$ cat src/rtl/phy_alias_pkg.sv
package phy_alias_pkg;

   typedef enum logic [1:0] {
      OP_BASE = 2'd0,
      OP_SET  = 2'd1,
      OP_CLR  = 2'd2,
      OP_TOG  = 2'd3
   } op_e;

   typedef enum logic [1:0] {
      K_CONST,
      K_PLAIN,
      K_ALIAS
   } kind_e;

   localparam int NREG    = 9;
   localparam int R_PWD   = 0;
   localparam int R_TX    = 1;
   localparam int R_RX    = 2;
   localparam int R_CTRL  = 3;
   localparam int R_STAT  = 4;
   localparam int R_DBG   = 5;
   localparam int R_DBGS  = 6;
   localparam int R_DBG1  = 7;
   localparam int R_VER   = 8;

   function automatic kind_e reg_kind(int idx);
      case (idx)
         R_STAT:        return K_PLAIN;
         R_DBGS, R_VER: return K_CONST;
         default:       return K_ALIAS;
      endcase
   endfunction

   function automatic logic in_soft_set(int idx);
      return (idx == R_PWD) || (idx == R_TX) || (idx == R_RX) || (idx == R_CTRL);
   endfunction

   function automatic logic [31:0] soft_val(int idx);
      case (idx)
         R_PWD:   return 32'h001e_1c00;
         R_TX:    return 32'h1006_0607;
         R_CTRL:  return 32'hc020_0000;
         default: return 32'h0000_0000;
      endcase
   endfunction

   function automatic logic [31:0] por_val(int idx);
      case (idx)
         R_DBG:   return 32'h7f18_0000;
         R_DBG1:  return 32'h0000_1000;
         R_VER:   return 32'h0402_0000;
         default: return soft_val(idx);
      endcase
   endfunction

endpackage

$ cat src/rtl/pa_decode.sv
module pa_decode
   import phy_alias_pkg::*;
#(
   parameter int WW = 10
) (
   input  logic [WW-1:0]   widx,
   output op_e             op,
   output logic [NREG-1:0] wr_hit,
   output logic [NREG-1:0] rd_hit
);

   localparam int GW = WW - 2;

   logic [GW-1:0] grp;

   assign grp = widx[WW-1:2];
   assign op  = op_e'(widx[1:0]);

   for (genvar g = 0; g < NREG; g++) begin : g_slot
      localparam kind_e KIND = reg_kind(g);
      logic match;
      assign match = (grp == GW'(g));
      if (KIND == K_ALIAS) begin : g_alias
         assign wr_hit[g] = match;
         assign rd_hit[g] = match;
      end else if (KIND == K_PLAIN) begin : g_plain
         assign wr_hit[g] = match && (op == OP_BASE);
         assign rd_hit[g] = match && (op == OP_BASE);
      end else begin : g_const
         assign wr_hit[g] = 1'b0;
         assign rd_hit[g] = match && (op == OP_BASE);
      end
   end

endmodule

$ cat src/rtl/pa_reg.sv
module pa_reg
   import phy_alias_pkg::*;
#(
   parameter int            DW   = 32,
   parameter logic [DW-1:0] POR  = '0,
   parameter logic [DW-1:0] SOFT = '0
) (
   input  logic          clk,
   input  logic          rst_n,
   input  logic          we,
   input  op_e           op,
   input  logic [DW-1:0] wdata,
   input  logic          load_soft,
   output logic [DW-1:0] q
);

   logic [DW-1:0] upd;

   always_comb begin
      case (op)
         OP_SET:  upd = q | wdata;
         OP_CLR:  upd = q & ~wdata;
         OP_TOG:  upd = q ^ wdata;
         default: upd = wdata;
      endcase
   end

   always_ff @(posedge clk or negedge rst_n) begin
      if (!rst_n) begin
         q <= POR;
      end else if (load_soft) begin
         q <= SOFT;
      end else if (we) begin
         q <= upd;
      end
   end

endmodule

$ cat src/rtl/phy_alias_regfile.sv
module phy_alias_regfile
   import phy_alias_pkg::*;
#(
   parameter int AW       = 12,
   parameter int DW       = 32,
   parameter int SRST_BIT = 31
) (
   input  logic          clk,
   input  logic          rst_n,
   input  logic [AW-1:2] bus_addr,
   input  logic          bus_wen,
   input  logic          bus_ren,
   input  logic [DW-1:0] bus_wdata,
   output logic [DW-1:0] bus_rdata,
   output logic          bus_rvalid
);

   localparam int WW = AW - 2;

   if (AW < 8 || AW > 16) begin : g_bad_aw
      $error("phy_alias_regfile: AW must be in 8..16");
   end
   if (DW < 32) begin : g_bad_dw
      $error("phy_alias_regfile: DW must be at least 32");
   end
   if (SRST_BIT >= DW) begin : g_bad_bit
      $error("phy_alias_regfile: SRST_BIT outside data word");
   end

   op_e             op;
   logic [NREG-1:0] wr_hit;
   logic [NREG-1:0] rd_hit;
   logic [DW-1:0]   reg_q [NREG];
   logic [DW-1:0]   rmux;
   logic            ctrl_wr;
   logic            ctrl_bit_after_tog;
   logic            soft_fire;

   pa_decode #(.WW(WW)) u_dec (
      .widx   (bus_addr),
      .op     (op),
      .wr_hit (wr_hit),
      .rd_hit (rd_hit)
   );

   assign ctrl_wr            = bus_wen && wr_hit[R_CTRL];
   assign ctrl_bit_after_tog = reg_q[R_CTRL][SRST_BIT] ^ bus_wdata[SRST_BIT];
   assign soft_fire = ctrl_wr && bus_wdata[SRST_BIT] &&
                      ((op == OP_BASE) || (op == OP_SET) ||
                       ((op == OP_TOG) && ctrl_bit_after_tog));

   for (genvar g = 0; g < NREG; g++) begin : g_word
      localparam kind_e         KIND  = reg_kind(g);
      localparam logic [DW-1:0] POR_V = DW'(por_val(g));
      localparam logic [DW-1:0] SFT_V = DW'(soft_val(g));
      localparam bit            SOFT_MEMBER = in_soft_set(g);
      if (KIND == K_CONST) begin : g_ro
         assign reg_q[g] = POR_V;
      end else begin : g_rw
         logic ld;
         if (SOFT_MEMBER) begin : g_sr
            assign ld = soft_fire;
         end else begin : g_nosr
            assign ld = 1'b0;
         end
         pa_reg #(.DW(DW), .POR(POR_V), .SOFT(SFT_V)) u_reg (
            .clk       (clk),
            .rst_n     (rst_n),
            .we        (bus_wen && wr_hit[g]),
            .op        (op),
            .wdata     (bus_wdata),
            .load_soft (ld),
            .q         (reg_q[g])
         );
      end
   end

   always_comb begin
      rmux = '0;
      for (int g = 0; g < NREG; g++) begin
         if (rd_hit[g]) rmux = rmux | reg_q[g];
      end
   end

   always_ff @(posedge clk or negedge rst_n) begin
      if (!rst_n) begin
         bus_rvalid <= 1'b0;
         bus_rdata  <= '0;
      end else begin
         bus_rvalid <= bus_ren;
         if (bus_ren) bus_rdata <= rmux;
      end
   end

endmodule

$ cat config.mk
export PLATFORM = sky130hd
export DESIGN_NAME = phy_alias_regfile
export DESIGN_NICKNAME = d
export VERILOG_FILES = /design/src/rtl/phy_alias_pkg.sv /design/src/rtl/pa_decode.sv /design/src/rtl/pa_reg.sv /design/src/rtl/phy_alias_regfile.sv
export SDC_FILE = /design/constraint.sdc
export NUM_CORES = 1
export LEC_CHECK = 0
export BUFFER_PORTS_ARGS = -buffer_cell sky130_fd_sc_hd__buf_2
export CAP_MARGIN = 15
export CORE_MARGIN = 2
export CORE_UTILIZATION = 23
export CTS_CLUSTER_SIZE = 40
export DETAILED_ROUTE_END_ITERATION = 10
export SLEW_MARGIN = 20
export SYNTH_ARGS = -nofsm -noshare
export SYNTH_HDL_FRONTEND = slang
export SYNTH_SLANG_ARGS = --single-unit
$ cat constraint.sdc
create_clock -name clk -period 2.4 [get_ports clk]
set_input_delay 0.36 -clock clk [delete_from_list [all_inputs] [get_ports clk]]
set_output_delay 0.36 -clock clk [all_outputs]
set_load 0.01 [all_outputs]
## Yosys cells after proc, flatten, opt, wreduce, memory -nomap -nowiden

Cells that the tools add are included.

- ROM bits: 0
- Word-level logic and storage cells: 91
- Bits in latches: 0
- Memories kept: 0
- Bits of input ports: 46
- Memory bits (writable): 0
- Register bits: 257
- Output and inout port bits: 33

- Add/sub/neg operators: 0
- Div/mod/pow operators: 0
- Bitwise operators: 29
- Equality and inequality tests: 10
- Shift operators: 0
- Order comparisons: 0
- Multiply operators: 0
- Mux-type cells: 23
- Reduce and logical (&&, ||, !) cells: 20

Operators by type and width:

| operator | number |
|---|---|
| one-hot mux 32 bit (3 select lines) | 7 |
| two-way mux 32 bit | 15 |
| bitwise OR 32 bit | 13 |
| bitwise AND 32 bit | 7 |
| bitwise XOR 32 bit | 7 |
| inverter 32 bit | 1 |
| two-way mux 27 bit | 1 |
| equality test 8 x 3 -> 1 bit, second input constant | 3 |
| equality test 8 x 2 -> 1 bit, second input constant | 2 |
| logical AND 1 bit | 12 |
| equality test 8 x 1 -> 1 bit, second input constant | 1 |
| equality test 8 x 4 -> 1 bit, second input constant | 1 |
| zero test 8 bit | 1 |
| nonzero test 2 bit | 4 |
| equality test 2 bit, second input constant | 2 |
| equality test 2 x 1 -> 1 bit, second input constant | 1 |
| zero test 2 bit | 1 |
| logical OR 1 bit | 2 |
| bitwise XOR 1 bit | 1 |

## Logic depth before layout (Yosys ltp)

Gate-level depths: netlist (run 1).

- Depth in word-level cells: 15
- Gate-level depth with buffers: 9

## Cells and area by module

A second synthesis (run 1) with hierarchy kept.

- Cell total of the unflattened synthesis: 2689
- Area total of the unflattened synthesis: 25607.1 um2

Modules (own cells, without submodules):

| module | cells an instance | area each (um2) | times used |
|---|---|---|---|
| pa_reg (g_word[2].g_rw.u_reg ...) | 347 | 3308.2 | 2 |
| pa_reg (g_word[3].g_rw.u_reg) | 345 | 3330.7 | 1 |
| pa_reg (g_word[5].g_rw.u_reg) | 347 | 3319.4 | 1 |
| pa_reg (g_word[7].g_rw.u_reg) | 347 | 3309.4 | 1 |
| pa_reg (g_word[1].g_rw.u_reg) | 344 | 3166.8 | 1 |
| pa_reg (g_word[0].g_rw.u_reg) | 341 | 3136.8 | 1 |
| phy_alias_regfile | 235 | 2464.9 | 1 |
| pa_decode | 36 | 262.8 | 1 |

## Worst setup path before layout (run 1)

OpenSTA, ideal clock, no wires.

- Path kind: input port to flip-flop
- From: in bus_addr[5] in the netlist's numbering
- To: reg g_word[4].g_rw.u_reg.q[23]
- Slack: 0.341 ns
- Arrival: 1.926 ns
- Setup time: 0.133 ns
- Stages: 7
- Data required time: 2.267 ns
- Cell sequence: buf_2 > or4b_1 > nor2_1 > nand3_2 > clkbuf_1 > a211oi_1 > a21oi_1

- Word-level cells in the longest chain between the ends: 3

Ends and longest elaborated chain:

| what | line | source |
|---|---|---|
| from (decl) | phy_alias_regfile.sv:10 | `input logic [AW-1:2] bus_addr,` |
| equality test 8 x 3 -> 1 bit | pa_decode.sv:22 | `assign match = (grp == GW'(g));` |
| logical AND 1 bit | pa_decode.sv:27 | `assign wr_hit[g] = match && (op == OP_BASE);` |
| logical AND 1 bit | phy_alias_regfile.sv:69 | `.we (bus_wen && wr_hit[g]),` |
| to (signal assigned) | pa_reg.sv:34 | `q <= upd;` |
| to (decl) | pa_reg.sv:14 | `output logic [DW-1:0] q` |

No other way between the ends.
A chain may end at the register's enable or synchronous reset.

## Worst setup path in the final report (run 1)

- From: reg g_word[3].g_rw.u_reg.q[31]
- To: reg g_word[0].g_rw.u_reg.q[17]

- Word-level cells in the longest chain between the ends: 5
- Elaborated cells on any way between the ends: 6

Ends and longest elaborated chain:

| what | line | source |
|---|---|---|
| from (decl) | pa_reg.sv:14 |  |
| from (signal assigned) | pa_reg.sv:34 |  |
| bitwise XOR 1 bit * | phy_alias_regfile.sv:47 | `assign ctrl_bit_after_tog = reg_q[R_CTRL][SRST_BIT] ^ bus_wdata[SRST_BIT];` |
| logical AND 1 bit * | phy_alias_regfile.sv:50 | `((op == OP_TOG) && ctrl_bit_after_tog));` |
| logical OR 1 bit * | phy_alias_regfile.sv:49 | `((op == OP_BASE) \|\| (op == OP_SET) \|\|` |
| logical AND 1 bit * | phy_alias_regfile.sv:48 | `assign soft_fire = ctrl_wr && bus_wdata[SRST_BIT] &&` |
| two-way mux 32 bit / nonzero test 2 bit (equally long branches) | - |  |
| to (signal assigned) | pa_reg.sv:34 |  |
| to (decl) | pa_reg.sv:14 |  |

Mark *: on every way between the ends. The rest lies on a longest branch, timed or not.

==> qor.yml, run 1 <==
via_count: 20650
synthDominantCellAreaShare_pct: 24.45
netlist_top_cells_area: "sky130_fd_sc_hd__dfrtp_1, sky130_fd_sc_hd__ha_1, sky130_fd_sc_hd__a21oi_1"
timing.final.crit_share_pct: 85.71
final_layout_size_suffix_gt1_share_pct: 9.942
worst_path_max_delay_cell: "sky130_fd_sc_hd__dfstp_2"
worst_pin_slew_ns: 0.8744
io_buffer_count: 78
first_iter_violations: 1687
setup_repair_after_global_routing_missed_its_margin: "no"
post-route-min-period_ns: 2.057
synthesis.nets: 3412
die_w_microns: 323.2
placement_rows: 117
area_delta_synth_final_pct: 15.41
drv.max_cap_violation_count: 0
htree_num_levels: 2
grt_antenna_before_repair: 14
synth_area_per_cell_sq_um: 8.033
worstSetupStartpointType: "flop"
max_freq_mhz: 486.1
run_status: "finished, final reports clean"
n_fill_cell: 10800
synthFlopType: "sky130_fd_sc_hd__dfrtp_1"
timing.setup.critical_path_class: "flop to flop"
die_h_microns: 323.2
grt.total_usage_pct: 14.01
post_drt_wl_per_cell_microns: 17.26
worstPathRequired_ns: 2.86
r2r_setup_slack_ns: 0.34
ctsResizeCount: 0
cts_root_buf: "sky130_fd_sc_hd__clkbuf_16"
slowest_delay_ns: 0.55
design.die.area_sq_mm: 0.1045
cts.hold.buffers_added: 1
number_of_antenna_violating_nets_in_the_routed_design: 0
tritoncts.num_buffers: 35
worst_r2r_endpoint: "g_word[0].g_rw.u_reg.q[17]"
relSlewSlack_pct: 41.64
power.leakage_uw: 0.01245
sequential_share_of_the_synthesized_area_pct: 27.58
synth-edff-count: 0
cts.reportedPaths.clkPinSlew_ns: 0.06
synth.largest_area_cell: "sky130_fd_sc_hd__dfrtp_1"
clock_tree_from_tritoncts: "built"
worstSkewPairLatency_ns: 0.55
vias_per_cell: 4.813
clk_path_buf_depth: 3
design.core.area_sq_mm: 0.1014
async_flop_share_pct: 100.0
r2r_cells: 7
slew_violations: 0
ir_worst_vdd_v: 0.0003550
layoutNonFillerInstCount: 4289
finalSetupViolCount: 0
finish.net_count: 3386
end_kind: "flop"
hold_viol: 0
worstPathMaxFanout: 19
multi_input_area_sq_mm: 0.01504
num_io_pins: 79
area.sequential_sq_mm: 0.006466
grt_first_pass_wirelength_mm: 114.9
hpwl_mm: 49.31
gp_congestion: 0.8071
netlist_top_cells_count: "sky130_fd_sc_hd__a21oi_1, sky130_fd_sc_hd__ha_1, sky130_fd_sc_hd__nor2_1"
detail_route.drc_violations: 0
crit_path_frequent_cell: "sky130_fd_sc_hd__nand2_1"
hp-class: "input port to asynchronous set/reset pin"
starting_density_of_the_core_pct: 23.11
global_route.overflow_total: 0
timing.clock.skew_ns: 0.01914
synthesis.instances: 2918
warning_count_from_the_yosys_run: 0
yosys_register_bits: 257
data_arrival_time_of_the_critical_path_ns: 2.52
powerDensity_mw_per_mm2: 466.1
cts_num_sinks: 257
placedInstanceArea_sq_mm: 0.02593
drt_pass1_iterations: 7
report.power.total_uw: 12610
post_cts_setup_buffer_count: 0
largest_net_degree_at_the_start_of_global_routing: 164
reg2reg_from: "g_word[3].g_rw.u_reg.q[31]"
wirelength_mm: 74.01
via_count_of_the_first_global_routing_pass: 19020
synth_cell_type_count: 47
synth.most_common_cell: "sky130_fd_sc_hd__a21oi_1"
post-place-cells: 4222
synthesis.area_sq_mm: 0.02344
post-route-cell-area_sq_mm: 0.02705
crit_chain: "inv_1 > ha_1 > nand2_1 > a21oi_4 > buf_4 > nand2_1 > o211ai_1"
timing.hold.ws_ns: 0.2310
## sequential cells by signal (all words and copies together), names as in the netlist
| name | count |
|---|---|
| g_word.g_rw.u_reg.q | 224 |
| bus_rdata | 32 |
| bus_rvalid | 1 |
## cell usage in the layout (no fill, tap or decap), types with 6 or more instances in the layout
cell                          n
sky130_fd_sc_hd__nor2_1     340
sky130_fd_sc_hd__a22o_1       7
sky130_fd_sc_hd__a2111o_1    29
sky130_fd_sc_hd__a31oi_1      7
sky130_fd_sc_hd__a221oi_1    23
sky130_fd_sc_hd__a222oi_1     6
sky130_fd_sc_hd__buf_12      37
sky130_fd_sc_hd__o21ai_1      6
sky130_fd_sc_hd__clkbuf_16   37
sky130_fd_sc_hd__nor2b_1     41
sky130_fd_sc_hd__a21oi_1    466
sky130_fd_sc_hd__mux2i_1     61
sky130_fd_sc_hd__o21ai_0    196
sky130_fd_sc_hd__buf_4       76
sky130_fd_sc_hd__o22ai_1     14
sky130_fd_sc_hd__a211oi_1   246
sky130_fd_sc_hd__clkbuf_8     7
sky130_fd_sc_hd__ha_1       448
sky130_fd_sc_hd__nand2_1    178
sky130_fd_sc_hd__buf_2       74
sky130_fd_sc_hd__dfstp_2     28
sky130_fd_sc_hd__clkinv_2     8
sky130_fd_sc_hd__nor3_1      14
sky130_fd_sc_hd__clkbuf_1     9
sky130_fd_sc_hd__inv_1      261
sky130_fd_sc_hd__dfrtp_1    229
sky130_fd_sc_hd__o211ai_1     6
sky130_fd_sc_hd__a22oi_1      8
## layout make-up
| class | instances | area share (%) |
|---|---|---|
| clock inverter | 9 | 0.1804 |
| timing repair buffer | 191 | 6.419 |
| inverter | 261 | 3.621 |
| sequential | 257 | 23.90 |
| multi-input combinational | 2146 | 55.61 |
| clock buffer | 53 | 3.903 |
| tap | 1368 | 6.327 |
| antenna | 4 | 0.03700 |
## worst max-delay path by stage
| stage | startpoint | endpoint | slack (ns) | depth (start not counted) |
|---|---|---|---|---|
| 2_1_floorplan | bus_addr[5] | g_word[4].g_rw.u_reg.q[23] | 0.34 | 7 |
| 3_3_place_gp | bus_addr[11] | g_word[0].g_rw.u_reg.q[19] | -0.04 | 8 |
| 3_5_place_dp | bus_addr[11] | g_word[1].g_rw.u_reg.q[2] | -0.03 | 8 |
| 4_1_cts | g_word[3].g_rw.u_reg.q[31] | g_word[0].g_rw.u_reg.q[17] | 0.35 | 7 |
| 5_1_grt | g_word[3].g_rw.u_reg.q[31] | g_word[0].g_rw.u_reg.q[10] | 0.20 | 7 |
| 6_report | g_word[3].g_rw.u_reg.q[31] | g_word[0].g_rw.u_reg.q[17] | 0.34 | 7 |
## cells by family (layout without fill, tap and decap cells)
family | count (synthesis) | in the layout | share of synthesized area (%)
AOI/OAI and AO/OA | 1027 | 1027 | 26.39
adders and majority gates | 448 | 448 | 23.91
buffers and inverters | 515 | 514 | 8.519
DFF | 257 | 257 | 27.58
muxes | 64 | 64 | 2.845
other | 0 | 4 | 0
and+or+nand+nor | 607 | 607 | 10.75
## critical path: cells and delay by family, from the launching register on
| family | cells | cell delay [ns] |
|---|---|---|
| flops | 1 | 0.55 |
| buf+inv | 2 | 0.38 |
| simple gates | 2 | 0.36 |
| compound gates | 2 | 0.38 |
| fa+ha+maj | 1 | 0.29 |
## power breakdown
group / internal [uW] / switching, uW / leakage [uW] / total, uW
Sequential: 4620 / 278 / 0.00287 / 4900
Combinational: 933 / 1590 / 0.00903 / 2520
Clock: 3030 / 2150 / 0.000552 / 5180
Total: 8590 / 4020 / 0.0124 / 12600
## metrics by stage
stage / setup TNS (ns) / setup slack, ns / utilization [%]
6_report: 0 / 0.3428 / 26.67
5_1_grt: 0 / 0.2012 / 26.66
4_1_cts: 0 / 0.3504 / 26.66
3_5_place_dp: -0.1848 / -0.03287 / 25.56
3_3_place_gp: -0.2045 / -0.03592 / 25.56
2_1_floorplan: 0 / 0.3410 / -
## layer usage
layer	track usage, %	up-vias	wire length (microns)
met5	0	-	151
met4	3.886	20	2032
met3	2.698	121	4956
met2	21.47	533	32290
met1	19.87	9844	34590
li1	-	10130	-
(Power assumes the default switching activity.)
==> run 2, diff against run 1 <==
Settings changed: CORE_MARGIN 2 to not set, CORE_UTILIZATION 23 to 55, PLACE_DENSITY set to 0.72.
==> qor.yml, run 2 (synthesis results as in run 1) <==
mostFrequentLayoutCells: "sky130_fd_sc_hd__a21oi_1, sky130_fd_sc_hd__ha_1, sky130_fd_sc_hd__nor2_1"
wl_met3_mm: 5.482
critical_path.top_delay_family: "flip-flops"
post-place-cells: 3404
drt_pass1_iterations: 6
critPathLaunch: "g_word[3].g_rw.u_reg.q[31]"
power_report.internal_total_uw: 8360
grt.total_usage_pct: 32.13
worst_path_max_delay_cell: "sky130_fd_sc_hd__dfstp_2"
final_layout_size_suffix_gt1_share_pct: 10.16
crit_chain: "inv_1 > ha_1 > nand2_1 > a21oi_4 > and2_4 > buf_12 > nor3_1 > a21oi_1"
r2r_cells: 8
reg2reg_from: "g_word[3].g_rw.u_reg.q[31]"
largest_net_degree_at_the_start_of_global_routing: 130
worstPathMaxFanout: 30
io_buffer_count: 78
fraction_of_power_spent_switching_nets_pct: 31.73
area_delta_synth_final_pct: 10.23
net-switching-power_uw: 3885
timing.final.crit_share_pct: 81.53
die_h_microns: 208.4
post_drt_wl_per_cell_microns: 20.27
powerDensity_mw_per_mm2: 473.9
max_freq_mhz: 511.1
report.power.total_uw: 12250
antenna-diode-count: 0
global_route.overflow_total: 0
share_of_power_burned_in_registers_pct: 39.9
top_routing_layer_in_use: "met5"
n_fill_cell: 3603
setup_repair_after_global_routing_missed_its_margin: "no"
via_count_of_the_first_global_routing_pass: 21320
timing.clock.skew_ns: 0.01034
worst_pin_slew_ns: 0.8104
slowest_delay_ns: 0.55
regMostFlops: "g_word.g_rw.u_reg.q"
ir_worst_vdd_v: 0.0003865
largestRegisters: "g_word.g_rw.u_reg.q: 224 flops, bus_rdata: 32 flops, bus_rvalid: 1 flops"
hold_path.startpoint: "bus_addr[10]"
worstPathRequired_ns: 2.91
number_of_antenna_violating_nets_in_the_routed_design: 0
cts.hold.buffers_added: 1
wirelength_mm: 70.17
htree_num_levels: 1
timing.setup.critical_path_class: "flop to flop"
drv.max_cap_violation_count: 0
hp-class: "input port to flop"
hpwl_mm: 46.63
gp_congestion: 0.8711
cts_num_sinks: 257
hold_viol: 0
detail_route.wirelength.met1_mm: 29.92
post_cts_setup_buffer_count: 0
finish.net_count: 3393
worstSetupStartpointType: "flop"
vias_per_cell: 6.205
worstSkewPairLatency_ns: 0.58
grt_first_pass_wirelength_mm: 112.9
ctsResizeCount: 0
clock_tree_from_tritoncts: "built"
finalSetupViolCount: 0
combinationalPowerShare_pct: 21.1
grt_antenna_before_repair: 2
via_count: 21480
portion_of_total_power_attributed_to_the_clock_network_pct: 39.0
end_kind: "flop"
first_iter_violations: 2022
die_w_microns: 208.4
cts_root_buf: "sky130_fd_sc_hd__clkbuf_16"
placement_rows: 75
run_status: "finished, final reports clean"
slew_violations: 0
commonest_non_fill_non_tap_cell_in_the_layout: "sky130_fd_sc_hd__a21oi_1"
relSlewSlack_pct: 45.97
design.core.area_sq_mm: 0.04195
r2r_setup_slack_ns: 0.44
design.die.area_sq_mm: 0.04345
holdPathEnd: "bus_rdata[9]"
num_io_pins: 79
starting_density_of_the_core_pct: 55.88
data_arrival_time_of_the_critical_path_ns: 2.47
clk_path_buf_depth: 3
tritoncts.num_buffers: 31
hold_depth: 4
detail_route.drc_violations: 0
largest_register_ff_count: 224
cts.reportedPaths.clkPinSlew_ns: 0.06
layoutNonFillerInstCount: 3462
worst_r2r_endpoint: "g_word[0].g_rw.u_reg.q[19]"
power.leakage_uw: 0.01241
post-route-min-period_ns: 1.957
count_of_buffer_and_inverter_cells_on_the_critical_path: 2
wl_met2_mm: 32.30
## run 2: changes by cell type in the layout (fill, tap and decap cells not counted), moves of 2 or more
cell	previous run	this run
sky130_fd_sc_hd__buf_12	37	25
sky130_fd_sc_hd__diode_2	4	0
sky130_fd_sc_hd__clkinv_2	8	6
sky130_fd_sc_hd__clkbuf_1	9	6
sky130_fd_sc_hd__clkbuf_16	37	31
sky130_fd_sc_hd__buf_4	76	99
sky130_fd_sc_hd__clkbuf_8	7	14
## run 2: worst min-delay path: cells and delay by family
kind | cells | cell delay [ns]
and+or+nand+nor | 1 | 0.09
AOI/OAI and AO/OA | 2 | 0.17
buffers and inverters | 1 | 0.12
## run 2: stage by stage
| stage | setup TNS (ns) | area [sq um] | util (%) | setup WS (ns) | hold WS [ns] |
|---|---|---|---|---|---|
| after floorplan | 0 | 23440 | - | 0.3410 | 0.06441 |
| after global placement | -0.1037 | 24810 | 59.14 | -0.01064 | 0.3908 |
| after detailed placement | -0.5552 | 24810 | 59.14 | -0.07750 | 0.3841 |
| after CTS | 0 | 25840 | 61.60 | 0.4631 | 0.1827 |
| after global routing | 0 | 25840 | 61.60 | 0.3201 | 0.2621 |
| final | 0 | 25840 | 61.60 | 0.4433 | 0.2044 |
## run 2: layout make-up
type	count	area, sq um	area share (%)
multi-input cells	2146	15030	58.16
clock inverters	6	30.03	0.1162
flip-flops and latches	257	6466	25.03
clock buffers	51	991.0	3.835
inverters	261	979.7	3.792
well taps	539	674.4	2.610
repair buffers	202	1669	6.460
## run 2: how the worst max path moves through the flow
stage                                  to  slack [ns]  depth (start not counted)
2_1_floorplan  g_word[4].g_rw.u_reg.q[23]        0.34                          7
3_3_place_gp    g_word[3].g_rw.u_reg.q[2]       -0.01                          6
3_5_place_dp   g_word[3].g_rw.u_reg.q[31]       -0.08                          6
4_1_cts        g_word[0].g_rw.u_reg.q[19]        0.46                          8
5_1_grt        g_word[1].g_rw.u_reg.q[28]        0.32                          8
6_report       g_word[0].g_rw.u_reg.q[19]        0.44                          8
## run 2: per-layer routing
| metal | vias up | track usage [%] |
|---|---|---|
| met5 | - | 0 |
| met4 | 2 | 13.33 |
| met3 | 150 | 4.725 |
| met2 | 794 | 52.25 |
| met1 | 10400 | 42.67 |
| li1 | 10140 | - |
## run 2: power groups by stage
stage	clock (uW)	sequential, uW	combinational [uW]
floorplan	0	4890	1730
global placement	0	4930	2370
detailed placement	0	4950	2540
CTS	4830	4880	2570
global route	4970	4920	2950
finish	4780	4880	2580
